`config.mk`:
```
export PLATFORM = sky130hd
export DESIGN_NAME = dbg_ctl_unit
export DESIGN_NICKNAME = d
export VERILOG_FILES = /design/src/rtl/dbg_ctl_pkg.sv /design/src/rtl/dbg_brk_detect.sv /design/src/rtl/dbg_ctrl_regs.sv /design/src/rtl/dbg_ack_req.sv /design/src/rtl/dbg_rst_req.sv /design/src/rtl/dbg_ctl_unit.sv
export SDC_FILE = /design/constraint.sdc
export NUM_CORES = 1
export LEC_CHECK = 0
export ABC_AREA = 1
export BUFFER_PORTS_ARGS = -buffer_cell sky130_fd_sc_hd__buf_2
export CAP_MARGIN = 20
export CORE_AREA = 10 10 47 49
export CTS_BUF_LIST = sky130_fd_sc_hd__clkbuf_8
export DETAILED_ROUTE_END_ITERATION = 7
export DIE_AREA = 0 0 57 59
export PLACE_DENSITY = 0.74
export SLEW_MARGIN = 20
export SYNTH_ARGS = -nofsm -noshare
export SYNTH_HDL_FRONTEND = slang
export SYNTH_HIERARCHICAL = 1
export SYNTH_SLANG_ARGS = --single-unit
```
`constraint.sdc`:
```
create_clock -name clk_i -period 1 [get_ports clk_i]
set_input_delay 0.2 -clock clk_i [delete_from_list [all_inputs] [get_ports clk_i]]
set_output_delay 0.2 -clock clk_i [all_outputs]
set_load 0.02 [all_outputs]
```
`src/rtl/dbg_ctl_pkg.sv`:
```
package dbg_ctl_pkg;
  localparam int unsigned DW = 8;
  localparam logic [DW-1:0] BRK_OPCODE = 8'h00;
  localparam logic [DW-1:0] ACK_BYTE   = 8'hFF;

  // control register bit positions
  localparam int unsigned C_DBG = 7;
  localparam int unsigned C_BRK = 6;
  localparam int unsigned C_ACK = 5;
  localparam int unsigned C_RST = 0;

  // status register bit positions
  localparam int unsigned S_DBG  = 7;
  localparam int unsigned S_HALT = 6;
  localparam int unsigned S_PROT = 5;

  typedef struct packed {
    logic dbg;
    logic brk_en;
    logic ack_en;
  } ctrl_t;
endpackage

```
`src/rtl/dbg_brk_detect.sv`:
```
module dbg_brk_detect
  import dbg_ctl_pkg::*;
(
  input  logic          dec_valid_i,
  input  logic [DW-1:0] dec_op_i,
  input  logic          brk_en_i,
  output logic          brk_fire_o
);
  logic is_brk;
  assign is_brk     = dec_valid_i && (dec_op_i == BRK_OPCODE);
  assign brk_fire_o = is_brk && brk_en_i;
endmodule

```
`src/rtl/dbg_ctrl_regs.sv`:
```
module dbg_ctrl_regs
  import dbg_ctl_pkg::*;
(
  input  logic  clk_i,
  input  logic  rst_ni,
  input  logic  wr_ctrl_i,
  input  logic  wr_dbg_i,
  input  logic  wr_brk_i,
  input  logic  wr_ack_i,
  input  logic  brk_fire_i,
  input  logic  rd_prot_i,
  output ctrl_t ctrl_o
);
  ctrl_t q, d;

  always_comb begin
    d = q;
    if (wr_ctrl_i) begin
      d.brk_en = wr_brk_i;
      d.ack_en = wr_ack_i;
      if (wr_dbg_i)        d.dbg = 1'b1;
      else if (!rd_prot_i) d.dbg = 1'b0;
    end
    // break has priority over a clearing write
    if (brk_fire_i) d.dbg = 1'b1;
  end

  always_ff @(posedge clk_i or negedge rst_ni) begin
    if (!rst_ni) q <= '0;
    else         q <= d;
  end

  assign ctrl_o = q;
endmodule

```
`src/rtl/dbg_ack_req.sv`:
```
module dbg_ack_req
  import dbg_ctl_pkg::*;
(
  input  logic          clk_i,
  input  logic          rst_ni,
  input  logic          trig_i,
  input  logic          ready_i,
  output logic          valid_o,
  output logic [DW-1:0] data_o
);
  logic pend_q;

  always_ff @(posedge clk_i or negedge rst_ni) begin
    if (!rst_ni)     pend_q <= 1'b0;
    else if (trig_i) pend_q <= 1'b1;
    else if (ready_i) pend_q <= 1'b0;
  end

  assign valid_o = pend_q;
  assign data_o  = ACK_BYTE;
endmodule

```
`src/rtl/dbg_rst_req.sv`:
```
module dbg_rst_req (
  input  logic clk_i,
  input  logic rst_ni,
  input  logic set_i,
  input  logic done_i,
  output logic req_o
);
  logic req_q;

  always_ff @(posedge clk_i or negedge rst_ni) begin
    if (!rst_ni)     req_q <= 1'b0;
    else if (set_i)  req_q <= 1'b1;
    else if (done_i) req_q <= 1'b0;
  end

  assign req_o = req_q;
endmodule

```
`src/rtl/dbg_ctl_unit.sv`:
```
module dbg_ctl_unit
  import dbg_ctl_pkg::*;
#(
  parameter int unsigned AW = 2
) (
  input  logic          clk_i,
  input  logic          rst_ni,
  input  logic          wr_en_i,
  input  logic [AW-1:0] wr_addr_i,
  input  logic [DW-1:0] wr_data_i,
  input  logic [AW-1:0] rd_addr_i,
  output logic [DW-1:0] rd_data_o,
  input  logic          dec_valid_i,
  input  logic [DW-1:0] dec_op_i,
  input  logic          rd_prot_i,
  output logic          halt_o,
  output logic          ack_valid_o,
  output logic [DW-1:0] ack_data_o,
  input  logic          ack_ready_i,
  output logic          sys_rst_req_o,
  input  logic          sys_rst_done_i
);
  localparam logic [AW-1:0] CTRL_ADDR = AW'(0);
  localparam logic [AW-1:0] STAT_ADDR = AW'(1);

  ctrl_t ctrl;
  logic  wr_ctrl, brk_fire, ack_trig, rst_set;
  logic  [3:0] rsvd_unused;

  assign wr_ctrl     = wr_en_i && (wr_addr_i == CTRL_ADDR);
  assign rst_set     = wr_ctrl && wr_data_i[C_RST];
  assign rsvd_unused = wr_data_i[4:1];

  dbg_brk_detect u_brk (
    .dec_valid_i (dec_valid_i),
    .dec_op_i    (dec_op_i),
    .brk_en_i    (ctrl.brk_en),
    .brk_fire_o  (brk_fire)
  );

  dbg_ctrl_regs u_regs (
    .clk_i      (clk_i),
    .rst_ni     (rst_ni),
    .wr_ctrl_i  (wr_ctrl),
    .wr_dbg_i   (wr_data_i[C_DBG]),
    .wr_brk_i   (wr_data_i[C_BRK]),
    .wr_ack_i   (wr_data_i[C_ACK]),
    .brk_fire_i (brk_fire),
    .rd_prot_i  (rd_prot_i),
    .ctrl_o     (ctrl)
  );

  assign ack_trig = brk_fire && ctrl.ack_en;

  dbg_ack_req u_ack (
    .clk_i   (clk_i),
    .rst_ni  (rst_ni),
    .trig_i  (ack_trig),
    .ready_i (ack_ready_i),
    .valid_o (ack_valid_o),
    .data_o  (ack_data_o)
  );

  dbg_rst_req u_rst (
    .clk_i  (clk_i),
    .rst_ni (rst_ni),
    .set_i  (rst_set),
    .done_i (sys_rst_done_i),
    .req_o  (sys_rst_req_o)
  );

  assign halt_o = ctrl.dbg;

  always_comb begin
    rd_data_o = '0;
    if (rd_addr_i == CTRL_ADDR) begin
      rd_data_o[C_DBG] = ctrl.dbg;
      rd_data_o[C_BRK] = ctrl.brk_en;
      rd_data_o[C_ACK] = ctrl.ack_en;
      rd_data_o[C_RST] = sys_rst_req_o;
    end else if (rd_addr_i == STAT_ADDR) begin
      rd_data_o[S_DBG]  = ctrl.dbg;
      rd_data_o[S_HALT] = halt_o;
      rd_data_o[S_PROT] = rd_prot_i;
    end
  end
endmodule

```
## After elaboration in Yosys (flattened, before gate mapping)

Index checks and enable logic that the tools add are counted.

- Logic and storage cells: 30
- Flip-flop bits (word level): 5
- Input port bits: 27
- Output and inout bits: 19

- Multiplexer cells: 11
- Reduce and logical (&&, ||, !) cells: 12
- Equal/unequal tests: 2

Operators with widths:

| cell | count |
|---|---|
| two-way mux 3 bit | 3 |
| logical NOT 8 bit | 1 |
| two-way mux 1 bit | 8 |
| nonzero test 2 bit | 3 |
| logical AND 1 bit | 5 |
| logical NOT 2 bit | 2 |
| inequality test 3 x 2 -> 1 bit, second input constant | 1 |
| == test 2 x 1 -> 1 bit, second input constant | 1 |
| AND reduction 2 bit | 1 |

## Logic depth before layout (Yosys ltp)

Gate-level depths: netlist of run 1.

- Word-level depth: 5
- Gate-level depth with buffers: 7
- Gate-level depth less buffers: 7

## Hierarchy

The synthesis of run 1 kept the hierarchy.

Modules (own cells, without submodules):

| module | instances | sequential area each (um^2) | cells each | area an instance (um^2) |
|---|---|---|---|---|
| dbg_ctrl_regs | 1 | 75.1 | 14 | 120.1 |
| dbg_ctl_unit | 1 | 0.0 | 23 | 110.1 |
| dbg_ack_req | 1 | 25.0 | 14 | 103.8 |
| dbg_rst_req | 1 | 25.0 | 5 | 40.0 |
| dbg_brk_detect | 1 | 0.0 | 7 | 28.8 |

## Worst setup path before layout of run 1

OpenSTA, ideal clock, no wires.

- Path kind: register -> output
- From: register u_rst.req_q, in the netlist u_rst/req_o
- To: output rd_data_o[0]
- Buffers on the path: 0
- Slack: -0.205 ns
- Stages on the path, launching flop included: 2
- Arrival time: 1.005 ns
- Required time: 0.800 ns
- Cells stage by stage: dfrtp_1 > nor3b_1

- Longest elaborated chain between the ends: 1

Ends and longest elaborated chain:

| what | RTL line | text |
|---|---|---|
| start: declaration | dbg_rst_req.sv:8 | `logic req_q;` |
| start signal: assignment | dbg_rst_req.sv:11 | `if (!rst_ni) req_q <= 1'b0;` |
| start signal: assignment | dbg_rst_req.sv:12 | `else if (set_i) req_q <= 1'b1;` |
| start signal: assignment | dbg_rst_req.sv:13 | `else if (done_i) req_q <= 1'b0;` |
| two-way mux 1 bit | dbg_ctl_unit.sv:76 | `if (rd_addr_i == CTRL_ADDR) begin` |
| end: declaration | dbg_ctl_unit.sv:12 | `output logic [DW-1:0] rd_data_o,` |

Every way passes these cells.

## Worst setup path in the final report of run 1

Same ends and word-level chain as after synthesis.

==> PnR_summary.wiki, run 1 <==
{| class="wikitable"
! Metric !! Value
|-
| Fin. max-slew vios || 0
|-
| Start point of the critical path || u_rst/req_o$_DFFE_PN0P_
|-
| RSZ-0062 raised after global routing || true
|-
| Number of standard-cell rows in the floorplan || 14
|-
| Worst EP required || 800 ps
|-
| Depth of the most critical reg-to-reg path || 6
|-
| Synthesis-to-finish area growth || 60.2%
|-
| Layout fillers || 166
|-
| Violations in the final reports || negative setup slack
|-
| Clock tree from TritonCTS || yes
|-
| Pre-CTS setup slack || 74.2 ps
|-
| Count of warnings emitted by yosys || 6
|-
| Worst-path maximum fanout || 3
|-
| Sequential cell area fraction in the yosys report || 0.311
|-
| Nets@finish || around 130
|-
| Period utilization || 1.10
|-
| Initial core utilization || 0.287
|-
| Antenna diodes || 0
|-
| Worst-case register-to-register setup slack || 130 ps
|-
| Number of clock sinks || 5
|-
| Type of the worst setup path || reg -> out
|-
| Number of buffers created by CTS || 3
|-
| Min Clock Period, post-route || 1100 ps
|-
| Number of DRC violations after detailed routing || 0
|-
| Flip-flop and latch count after synthesis || 5
|-
| Status || finished with violations
|-
| Die X || 57 microns
|-
| Number of global-route vias before repair || 485
|-
| VDD IR-drop max || around 0.72 mV
|-
| Data arrival time at the worst-slack endpoint || 900 ps
|-
| Root buffer selected by CTS || clkbuf_8
|-
| Final total negative setup slack || -405 ps
|-
| Clk slew on worst S/H paths || 40 ps
|-
| Number of placed I/O pins || 46
|-
| Pin count of the biggest net entering global routing || 7
|-
| Fraction of layout cells with a size suffix above 1 || 0.394
|-
| Layout Skew || 1.53 ps
|-
| Global-route wire length before repair || 1950 microns
|-
| Synth cell types || 11
|-
| DP Wirelength || 1100 microns
|-
| Maximum clock frequency || roughly 910 MHz
|-
| Startpoint class of the critical path || flip-flop
|-
| Antenna violations before repair || 0
|-
| Total Power Consumption || 0.877 mW
|-
| Reg2reg end || u_ack/valid_o$_DFFE_PN0P_
|-
| Number of failing setup endpoints in the final timing report || 5
|-
| Post-route worst setup slack || -102 ps
|-
| Remaining global-route overflow || 0
|-
| Summed instance area of the synthesized netlist || 403 sq um
|-
| Endpoints failing hold || 0
|-
| Type of the worst min-delay path || in -> reg
|-
| First-pass iteration count of the detailed router || 3
|-
| Footprint of the multi-input gates || slightly below 200 sq um
|-
| GRT Total Usage || 0.0734
|-
| Power per Cell Area || roughly 1400 mW/mm^2
|-
| End point of the critical path || rd_data_o[0]
|-
| Via count || 447
|-
| Iteration-0 DRC count of the detailed router || 4
|-
| Number of buffers between clock root and the deepest sink || 2
|-
| Reg-to-reg startpoint || u_regs/ctrl_o[1]$_DFFE_PN0P_
|-
| Die area || 0.00336 sq mm
|-
| # Max-Cap Violations || 0
|-
| Antenna Nets Post-Route || 0
|-
| Cell leakage power || 0.413 nW
|-
| Total routed wirelength || 1250 microns
|-
| Clock latency of the later-clocked register in the worst-skew pair || 220 ps
|-
| Average detailed-routed wire length per instance || 10.9 microns
|-
| Hold path depth || 3
|-
| Post-synthesis average cell area || around 6.4 sq um
|-
| Synth Instances || between 60 and 70
|-
| Htree depth || 1
|-
| Area of the core region || 0.00140 sq mm
|-
| Gp weighted congestion || 0.696
|-
| Vertical extent of the die || approximately 60 microns
|-
| Critical Path End Type || output pin
|-
| Area of all sequential standard cells || roughly 130 sq um
|-
| Mean number of vias per cell || ~3.9
|-
| Count of input and output buffers || 29
|}
[cells in the final DEF, fill, tap and decap left out]
cell type and count:
nand3_1 4, conb_1 12, buf_6 5, buf_2 24
nor2_1 7, o21ai_0 2, dfrtp_1 5, nor3b_4 1
inv_1 13, clkbuf_8 3, buf_4 4, nor2_2 2
a21oi_1 1, nand2_1 15, dlygate4sd3_1 1
[flip-flops by register name, summed over array words and instances (netlist names)]
register / count
u_ack/valid_o: 1
u_regs/ctrl_o: 3
u_rst/req_o: 1
[synth_stat cells]
master / count / area (sq um)
nand2_1: 15 / 56.3
buf_4: 12 / 90.1
inv_1: 12 / 45.0
nor2_1: 8 / 30.0
dfrtp_1: 5 / 125
nand3_1: 4 / 20.0
conb_1: 2 / 7.51
o21ai_0: 2 / 10.0
a21oi_1: 1 / 5.00
nor2_2: 1 / 6.26
nor3b_1: 1 / 7.51
[stage by stage]
stage	instance area (sq um)	util	std cells	hold slack, ps
after global placement	529	0.378	106	14.7
after floorplan	454	-	73	-95.6
final	646	0.461	115	200
after global routing	646	0.461	115	220
after detailed placement	529	0.378	106	22.3
after CTS	624	0.446	113	204
[routing by layer]
metal	track usage	wire, microns
met5	0	0
met4	0.0403	0
met3	0.0429	136
met2	0.126	659
met1	0.0675	452
[layout make-up]
| cell class | instances | area share |
|---|---|---|
| clock buffers | 3 | 0.0640 |
| clock inverters | 1 | 0.00581 |
| inverters | 12 | 0.0698 |
| multi-input cells | 44 | 0.300 |
| flip-flops and latches | 5 | 0.194 |
| well taps | 16 | 0.0310 |
| repair buffers | 34 | 0.335 |
[worst max-delay path, stage by stage (launching register included)]
cell and delay [ps]:
dfrtp_1 360, nor3b_4 190, buf_6 140
[logic make-up (layout without fill, tap and decap cells)]
kind of cell | Yosys count | after routing | synth area share
simple gates | 29 | 29 | 0.298
buf+inv | 24 | 50 | 0.335
flops | 5 | 5 | 0.311
compound gates | 3 | 3 | 0.0373
other cells | 2 | 12 | 0.0186
[worst min path at each step]
stage                                    to      startpoint  slack, ps
2_1_floorplan     u_ack/valid_o$_DFFE_PN0P_          rst_ni       -100
3_3_place_gp      u_ack/valid_o$_DFFE_PN0P_          rst_ni         10
3_5_place_dp   u_regs/ctrl_o[1]$_DFFE_PN0P_          rst_ni         20
4_1_cts        u_regs/ctrl_o[2]$_DFFE_PN0P_    wr_data_i[7]        200
5_1_grt             u_rst/req_o$_DFFE_PN0P_  sys_rst_done_i        220
6_report       u_regs/ctrl_o[0]$_DFFE_PN0P_    wr_data_i[5]        200
[power by group]
part / internal (mW) / total [mW] / switching (mW) / leakage (nW)
Combinational: 0.123 / 0.272 / 0.149 / 0.322
Clock: 0.263 / 0.356 / 0.0931 / 0.0269
Sequential: 0.228 / 0.249 / 0.0216 / 0.0638
Total: 0.613 / 0.877 / 0.264 / 0.413
[what timing repair did]
action | CTS | global route
hold buffers | 1 | 0
endpoints found under the setup margin | 4 | 5
buffers inserted | 2 | 2
hold endpoints to repair | 5 | 0
pin swaps | 3 | 0
gates resized for setup | 8 | 2
(Power assumes the default switching activity.)
==> run 2: changes to the inputs <==
--- a/config.mk
+++ b/config.mk
@@ -6,7 +6,7 @@
 export NUM_CORES = 1
 export LEC_CHECK = 0
 export ABC_AREA = 1
-export BUFFER_PORTS_ARGS = -buffer_cell sky130_fd_sc_hd__buf_2
+export BUFFER_PORTS_ARGS = -buffer_cell sky130_fd_sc_hd__buf_4
 export CAP_MARGIN = 20
 export CORE_AREA = 10 10 47 49
 export CTS_BUF_LIST = sky130_fd_sc_hd__clkbuf_8
==> run 2 against run 1 <==
Compared with the run above: the run still ends with negative setup slack left; total power rose by 4.5%; final area rose by 12%; sequential share of layout area fell by 2.0 points; global-route usage fell by 0.26 points; critical endpoint is now halt_o; largest cell class unchanged.
==> PnR_summary.wiki, run 2 (same netlist as run 1, synthesis figures left out) <==
{| class="wikitable"
! Metric !! Value
|-
| Status || finished with violations
|-
| Violations in the final reports || negative setup slack
|-
| Library cell contributing the largest single delay on the critical path || dfrtp_1
|-
| Type of the worst setup path || reg -> out
|-
| Maximum clock frequency || 904 MHz (-0.33%)
|-
| Power per Cell Area || 1270 mW/mm^2 (-6.5%)
|-
| Layout fillers || 159 (-4.2%)
|-
| Critical path's largest stage delay || 410 ps (+50 ps)
|-
| Hold Slack || 194 ps (-5.27 ps)
|-
| Final standard cell area without fillers || 722 sq um (+12%)
|-
| Endpoints failing hold || 0 (unchanged)
|-
| Pin count of the biggest net entering global routing || 7 (unchanged)
|-
| Antenna diodes || 0 (unchanged)
|-
| Startpoint class of the critical path || flip-flop
|-
| Global-route layer with the greatest usage || met2
|-
| Gp weighted congestion || 0.690 (-0.80%)
|-
| GRT met1 Usage || 0.0675 (unchanged)
|-
| Net switching component of the power || 0.272 mW (+2.8%)
|-
| Htree depth || 1 (unchanged)
|-
| Mean number of vias per cell || 3.91 (+0.67%)
|-
| First-pass iteration count of the detailed router || 2 (-1)
|-
| Pre-CTS setup slack || 81.8 ps (+7.59 ps)
|-
| Layout Skew || 0.523 ps (-1.00 ps)
|-
| Gate power share || 0.335 (+0.025)
|-
| Average detailed-routed wire length per instance || 10.6 microns (-2.6%)
|-
| Number of buffers and inverters on the critical path || 2 (+1)
|-
| DP Wirelength || 1070 microns (-2.4%)
|-
| Final total negative setup slack || -454 ps (-49.4 ps)
|-
| Number of global-route vias before repair || 469 (-3.3%)
|-
| Number of placed I/O pins || 46 (unchanged)
|-
| Nets@finish || 127 (unchanged)
|-
| Post-route worst setup slack || -106 ps (-3.64 ps)
|-
| Total routed wirelength || 1220 microns (-2.6%)
|-
| Most used cells in the layout excluding fill and tap cells || buf_4, nand2_1, inv_1, conb_1, nor2_1
|-
| Period utilization || 1.11 (+0.00364)
|-
| Data arrival time at the worst-slack endpoint || 910 ps (about the same)
|-
| Clock power frac || 0.393 (-0.012)
|-
| RSZ-0062 raised after global routing || true
|-
| Die area || 0.00336 sq mm (unchanged)
|-
| Antenna Nets Post-Route || 0 (unchanged)
|-
| Remaining global-route overflow || 0 (unchanged)
|-
| Leading cell type in the layout, fill and taps excluded || buf_4
|-
| Initial core utilization || 0.287 (unchanged)
|-
| Min Clock Period, post-route || 1110 ps (+3.64 ps)
|-
| Vertical extent of the die || 59 microns (unchanged)
|-
| Number of buffers between clock root and the deepest sink || 2 (unchanged)
|-
| Area of the core region || 0.00140 sq mm (unchanged)
|-
| Number of buffers created by CTS || 3 (unchanged)
|-
| Clk slew on worst S/H paths || 30 ps (about the same)
|-
| Total Power Consumption || 0.917 mW (+4.5%)
|-
| Cell leakage power || 0.433 nW (+4.9%)
|-
| Number of clock sinks || 5 (unchanged)
|-
| Type of the worst min-delay path || in -> reg
|-
| Number of cells in the design after placement || 106 (unchanged)
|-
| Internal power summed over all cells || 0.645 mW (+5.2%)
|-
| Die X || 57 microns (unchanged)
|-
| Root buffer selected by CTS || clkbuf_8
|-
| VDD IR-drop max || 0.847 mV (+17%)
|-
| Critical Path End Type || output pin
|-
| Clock latency of the later-clocked register in the worst-skew pair || 220 ps (about the same)
|-
| Post-Layout Cell Count || 115 (unchanged)
|-
| Worst path top cell family by delay || flip-flops
|-
| # Max-Cap Violations || 0 (unchanged)
|-
| Sequential share of power || 0.272 (-0.012)
|-
| Number of standard-cell rows in the floorplan || 14 (unchanged)
|-
| Fraction of layout cells with a size suffix above 1 || 0.424 (+0.0303)
|-
| Met3 usage || 0.0365 (-0.00644)
|-
| Via count || 450 (+0.67%)
|-
| GR Util met2 || 0.116 (-0.00930)
|-
| Cells traversed along the worst timing path || buf_4, buf_6
|-
| Number of failing setup endpoints in the final timing report || 6 (+1)
|-
| Sw frac || 0.296 (-0.00478)
|-
| Fin. max-slew vios || 0 (unchanged)
|-
| Global-route wire length before repair || 1900 microns (-2.8%)
|-
| Iteration-0 DRC count of the detailed router || 5 (+1)
|-
| Max FFs per register || 3 (unchanged)
|-
| Worst-path maximum fanout || 4 (+1)
|-
| Number of DRC violations after detailed routing || 0 (unchanged)
|-
| GRT Total Usage || 0.0708 (-0.00261)
|-
| Worst EP required || 800 ps (about the same)
|-
| Synthesis-to-finish area growth || 79.2%
|-
| Count of input and output buffers || 29 (unchanged)
|-
| Share of the core filled with cells in the final layout || 0.515 (+0.0545)
|-
| Antenna violations before repair || 0 (unchanged)
|-
| Clock tree from TritonCTS || yes
|-
| Area post-placement || 602 sq um (+14%)
|}
==> run 2: cell counts in the layout (fill, tap and decap cells not counted) <==
No cell type changed its count.
==> run 2: worst paths after layout <==
path                                                    from                           end  slack [ps]  cells past startpoint
worst max-delay path            u_regs/ctrl_o[2]$_DFFE_PN0P_                        halt_o        -110                      2
worst min-delay path                            wr_data_i[5]  u_regs/ctrl_o[0]$_DFFE_PN0P_         190                      3
worst max register to register  u_regs/ctrl_o[1]$_DFFE_PN0P_     u_ack/valid_o$_DFFE_PN0P_         150                      6
worst min register to register     u_ack/valid_o$_DFFE_PN0P_     u_ack/valid_o$_DFFE_PN0P_         480                      2
max in group asynchronous                             rst_ni  u_regs/ctrl_o[1]$_DFFE_PN0P_         560                      2
min in group asynchronous                             rst_ni     u_ack/valid_o$_DFFE_PN0P_         330                      2
==> run 2: layout make-up <==
class                   instances  area (sq um)  share of cell area
clock inverters                 1          3.75             0.00520
clock buffers                   3          41.3              0.0572
repair buffers                 34           280               0.388
multi-input cells              44           206               0.286
inverters                      12          45.0              0.0624
well taps                      16          20.0              0.0277
flip-flops and latches          5           125               0.173
==> run 2: repair_timing <==
item / 4_1_cts / 5_1_grt
resized for setup: 5 / 5
buffers inserted: 3 / 1
endpoints found under the setup margin: 4 / 6
pin swaps: 3 / 1
hold endpoints to repair: 5 / 0
hold buffers: 1 / 0
==> run 2: worst register-to-register path: cells and delay by family, from the launching register on <==
kind	cells	cell delay, ps
simple gates	4	340
buf+inv	2	80
flops	1	360
==> run 2: per-layer routing <==
metal	wire length [microns]	up-vias	share of wire
li1	-	230	-
met1	462	193	0.38
met2	595	25	0.49
met3	138	2	0.11
met4	19	0	0.016
met5	0	-	0
==> run 2: power groups by stage <==
stage	clock network (mW)	logic, mW	registers, mW
floorplan	0	0.145	0.260
global placement	0	0.240	0.252
detailed placement	0	0.244	0.252
CTS	0.371	0.279	0.247
global route	0.390	0.336	0.253
finish	0.360	0.307	0.250
==> run 3: changes to the inputs <==
--- a/config.mk
+++ b/config.mk
@@ -8,10 +8,10 @@
 export ABC_AREA = 1
 export BUFFER_PORTS_ARGS = -buffer_cell sky130_fd_sc_hd__buf_4
 export CAP_MARGIN = 20
-export CORE_AREA = 10 10 47 49
+export CORE_AREA = 2 2 39 41
 export CTS_BUF_LIST = sky130_fd_sc_hd__clkbuf_8
 export DETAILED_ROUTE_END_ITERATION = 7
-export DIE_AREA = 0 0 57 59
+export DIE_AREA = 0 0 41 43
 export PLACE_DENSITY = 0.74
 export SLEW_MARGIN = 20
 export SYNTH_ARGS = -nofsm -noshare
==> run 3 against run 2 <==
Compared with the run above: worst setup slack better by 18 ps; register-to-register slack hardly changed; die area is 48% lower; critical path type unchanged; utilization is 1.9 points lower; global-route usage is 4.9 points higher; the flow still finishes with violations (negative setup slack); largest cell class unchanged.
==> PnR_summary.wiki, run 3 (same netlist as run 1, synthesis figures left out) <==
{| class="wikitable"
! Metric !! Value
|-
| Period utilization || 1.09 (-0.0184)
|-
| Leading cell type in the layout, fill and taps excluded || buf_4
|-
| Critical Path End Type || output pin
|-
| First-pass iteration count of the detailed router || 4 (+2)
|-
| Synthesis-to-finish area growth || 70.5%
|-
| Antenna diodes || 0 (unchanged)
|-
| Power per Cell Area || 1270 mW/mm^2 (+0.16%)
|-
| Total Power Consumption || 0.874 mW (-4.7%)
|-
| Met3 routed WL || 107 microns (-22%)
|-
| Root buffer selected by CTS || clkbuf_8
|-
| Footprint of the multi-input gates || 194 sq um (-6.1%)
|-
| Max FFs per register || 3 (unchanged)
|-
| Top sig layer || met3
|-
| Die X || 41 microns (-28%)
|-
| Fraction of layout cells with a size suffix above 1 || 0.381 (-0.0428)
|-
| GRT Total Usage || 0.120 (+0.0492)
|-
| Type of the worst min-delay path || in -> reg
|-
| Number of global-route vias before repair || 377 (-20%)
|-
| Pre-CTS setup slack || 92.8 ps (+11.0 ps)
|-
| Number of buffers created by CTS || 3 (unchanged)
|-
| Most used cells in the layout excluding fill and tap cells || buf_4, nand2_1, inv_1, conb_1, nor2_1
|-
| Maximum clock frequency || 920 MHz (+1.7%)
|-
| Library cell contributing the largest single delay on the critical path || dfrtp_1
|-
| Layout Skew || 0.712 ps (+0.189 ps)
|-
| Met2 WL || 478 microns (-20%)
|-
| Sum of routed wire segments on met1 || 340 microns (-26%)
|-
| Data arrival time at the worst-slack endpoint || 890 ps (-20 ps)
|-
| Violations in the final reports || negative setup slack
|-
| Number of buffers between clock root and the deepest sink || 2 (unchanged)
|-
| Average detailed-routed wire length per instance || 8.19 microns (-23%)
|-
| Clk slew on worst S/H paths || 30 ps (about the same)
|-
| Layout fillers || 150 (-5.7%)
|-
| Number of clock sinks || 5 (unchanged)
|-
| Die area || 0.00176 sq mm (-48%)
|-
| RSZ-0062 raised after global routing || true
|-
| Vertical extent of the die || 43 microns (-27%)
|-
| VDD IR-drop max || 0.652 mV (-23%)
|-
| Mean number of vias per cell || 3.90 (-0.27%)
|-
| Gp weighted congestion || 0.624 (-9.6%)
|-
| Number of failing setup endpoints in the final timing report || 5 (-1)
|-
| Count of input and output buffers || 29 (unchanged)
|-
| DP Wirelength || 778 microns (-28%)
|-
| Type of the worst setup path || reg -> out
|-
| Area of the core region || 0.00138 sq mm (-1.2%)
|-
| Hold Slack || 205 ps (+10.3 ps)
|-
| Total routed wirelength || 926 microns (-24%)
|-
| Min Clock Period, post-route || 1090 ps (-18.4 ps)
|-
| Clock tree from TritonCTS || yes
|-
| Fin. max-slew vios || 0 (unchanged)
|-
| Via count || 441 (-2.0%)
|-
| Endpoints failing hold || 0 (unchanged)
|-
| Initial core utilization || 0.291 (+0.00364)
|-
| Number of DRC violations after detailed routing || 0 (unchanged)
|-
| Nets@finish || 125 (-1.6%)
|-
| Antenna violations before repair || 0 (unchanged)
|-
| Startpoint class of the critical path || flip-flop
|-
| Share of the core filled with cells in the final layout || 0.496 (-0.0188)
|-
| Cells traversed along the worst timing path || nor3b_4, buf_6
|-
| Iteration-0 DRC count of the detailed router || 7 (+2)
|-
| Remaining global-route overflow || 0 (unchanged)
|-
| Final standard cell area without fillers || 687 sq um (-4.9%)
|-
| Worst EP required || 800 ps (about the same)
|-
| Htree depth || 1 (unchanged)
|-
| Critical path's largest stage delay || 350 ps (-60 ps)
|-
| # Max-Cap Violations || 0 (unchanged)
|-
| Area post-placement || 602 sq um (unchanged)
|-
| Worst-path maximum fanout || 2 (-2)
|-
| Post-route worst setup slack || -87.3 ps (+18.4 ps)
|-
| Antenna Nets Post-Route || 0 (unchanged)
|-
| Cell leakage power || 0.421 nW (-2.9%)
|-
| Number of standard-cell rows in the floorplan || 14 (unchanged)
|-
| Clock latency of the later-clocked register in the worst-skew pair || 220 ps (about the same)
|-
| Global-route wire length before repair || 1370 microns (-28%)
|-
| Number of placed I/O pins || 46 (unchanged)
|-
| Area of all sequential standard cells || 125 sq um (unchanged)
|-
| Status || finished with violations
|-
| Pin count of the biggest net entering global routing || 7 (unchanged)
|}
run 3: cell types whose count changed in the layout (fill, tap and decap cells not counted), sizes merged:
cell	before	now
buf	33	31
run 3: report_power, final:
group	internal, mW	switching (mW)
Sequential	0.228	0.0208
Combinational	0.129	0.141
Clock	0.263	0.0925
Total	0.620	0.254
run 3: worst max-delay path, delay by kind of cell, from the launching register on:
kind	cells	cell delay [ps]
DFF	1	350
and+or+nand+nor	1	190
buffers and inverters	1	140
run 3: cell type report:
cell class	instances	area share
Inverter	12	0.0656
Tap cell	16	0.0291
Sequential cell	5	0.182
Clock inverter	1	0.00546
Timing Repair Buffer	32	0.375
Clock buffer	3	0.0601
Multi-Input combinational cell	44	0.282
run 3: through the flow:
step,TNS (ps),std cells
6_report,-343,113
5_1_grt,-542,113
4_1_cts,-384,113
3_5_place_dp,0,106
3_3_place_gp,0,106
2_1_floorplan,0,73
run 3: per-layer routing:
layer,global-route usage,vias to the layer above
li1,-,228
met1,0.121,188
met2,0.188,25
met3,0.0524,0
met4,0.0800,0
met5,0,-
run 3: worst paths after layout:
check | start | end | slack, ps | cells past startpoint
setup / recovery | u_rst/req_o$_DFFE_PN0P_ | rd_data_o[0] | -90 | 2
hold / removal | sys_rst_done_i | u_rst/req_o$_DFFE_PN0P_ | 200 | 4
setup reg to reg | u_regs/ctrl_o[1]$_DFFE_PN0P_ | u_ack/valid_o$_DFFE_PN0P_ | 140 | 6
hold reg to reg | u_ack/valid_o$_DFFE_PN0P_ | u_ack/valid_o$_DFFE_PN0P_ | 480 | 2
max in group asynchronous | rst_ni | u_rst/req_o$_DFFE_PN0P_ | 570 | 2
min in group asynchronous | rst_ni | u_regs/ctrl_o[2]$_DFFE_PN0P_ | 320 | 2
run 3: what timing repair did:
action	4_1_cts	5_1_grt
hold buffers	1	0
setup buffers	2	0
setup endpoints to repair	4	6
pin swaps	3	0
resized for setup	4	0
endpoints found under the hold margin	5	0
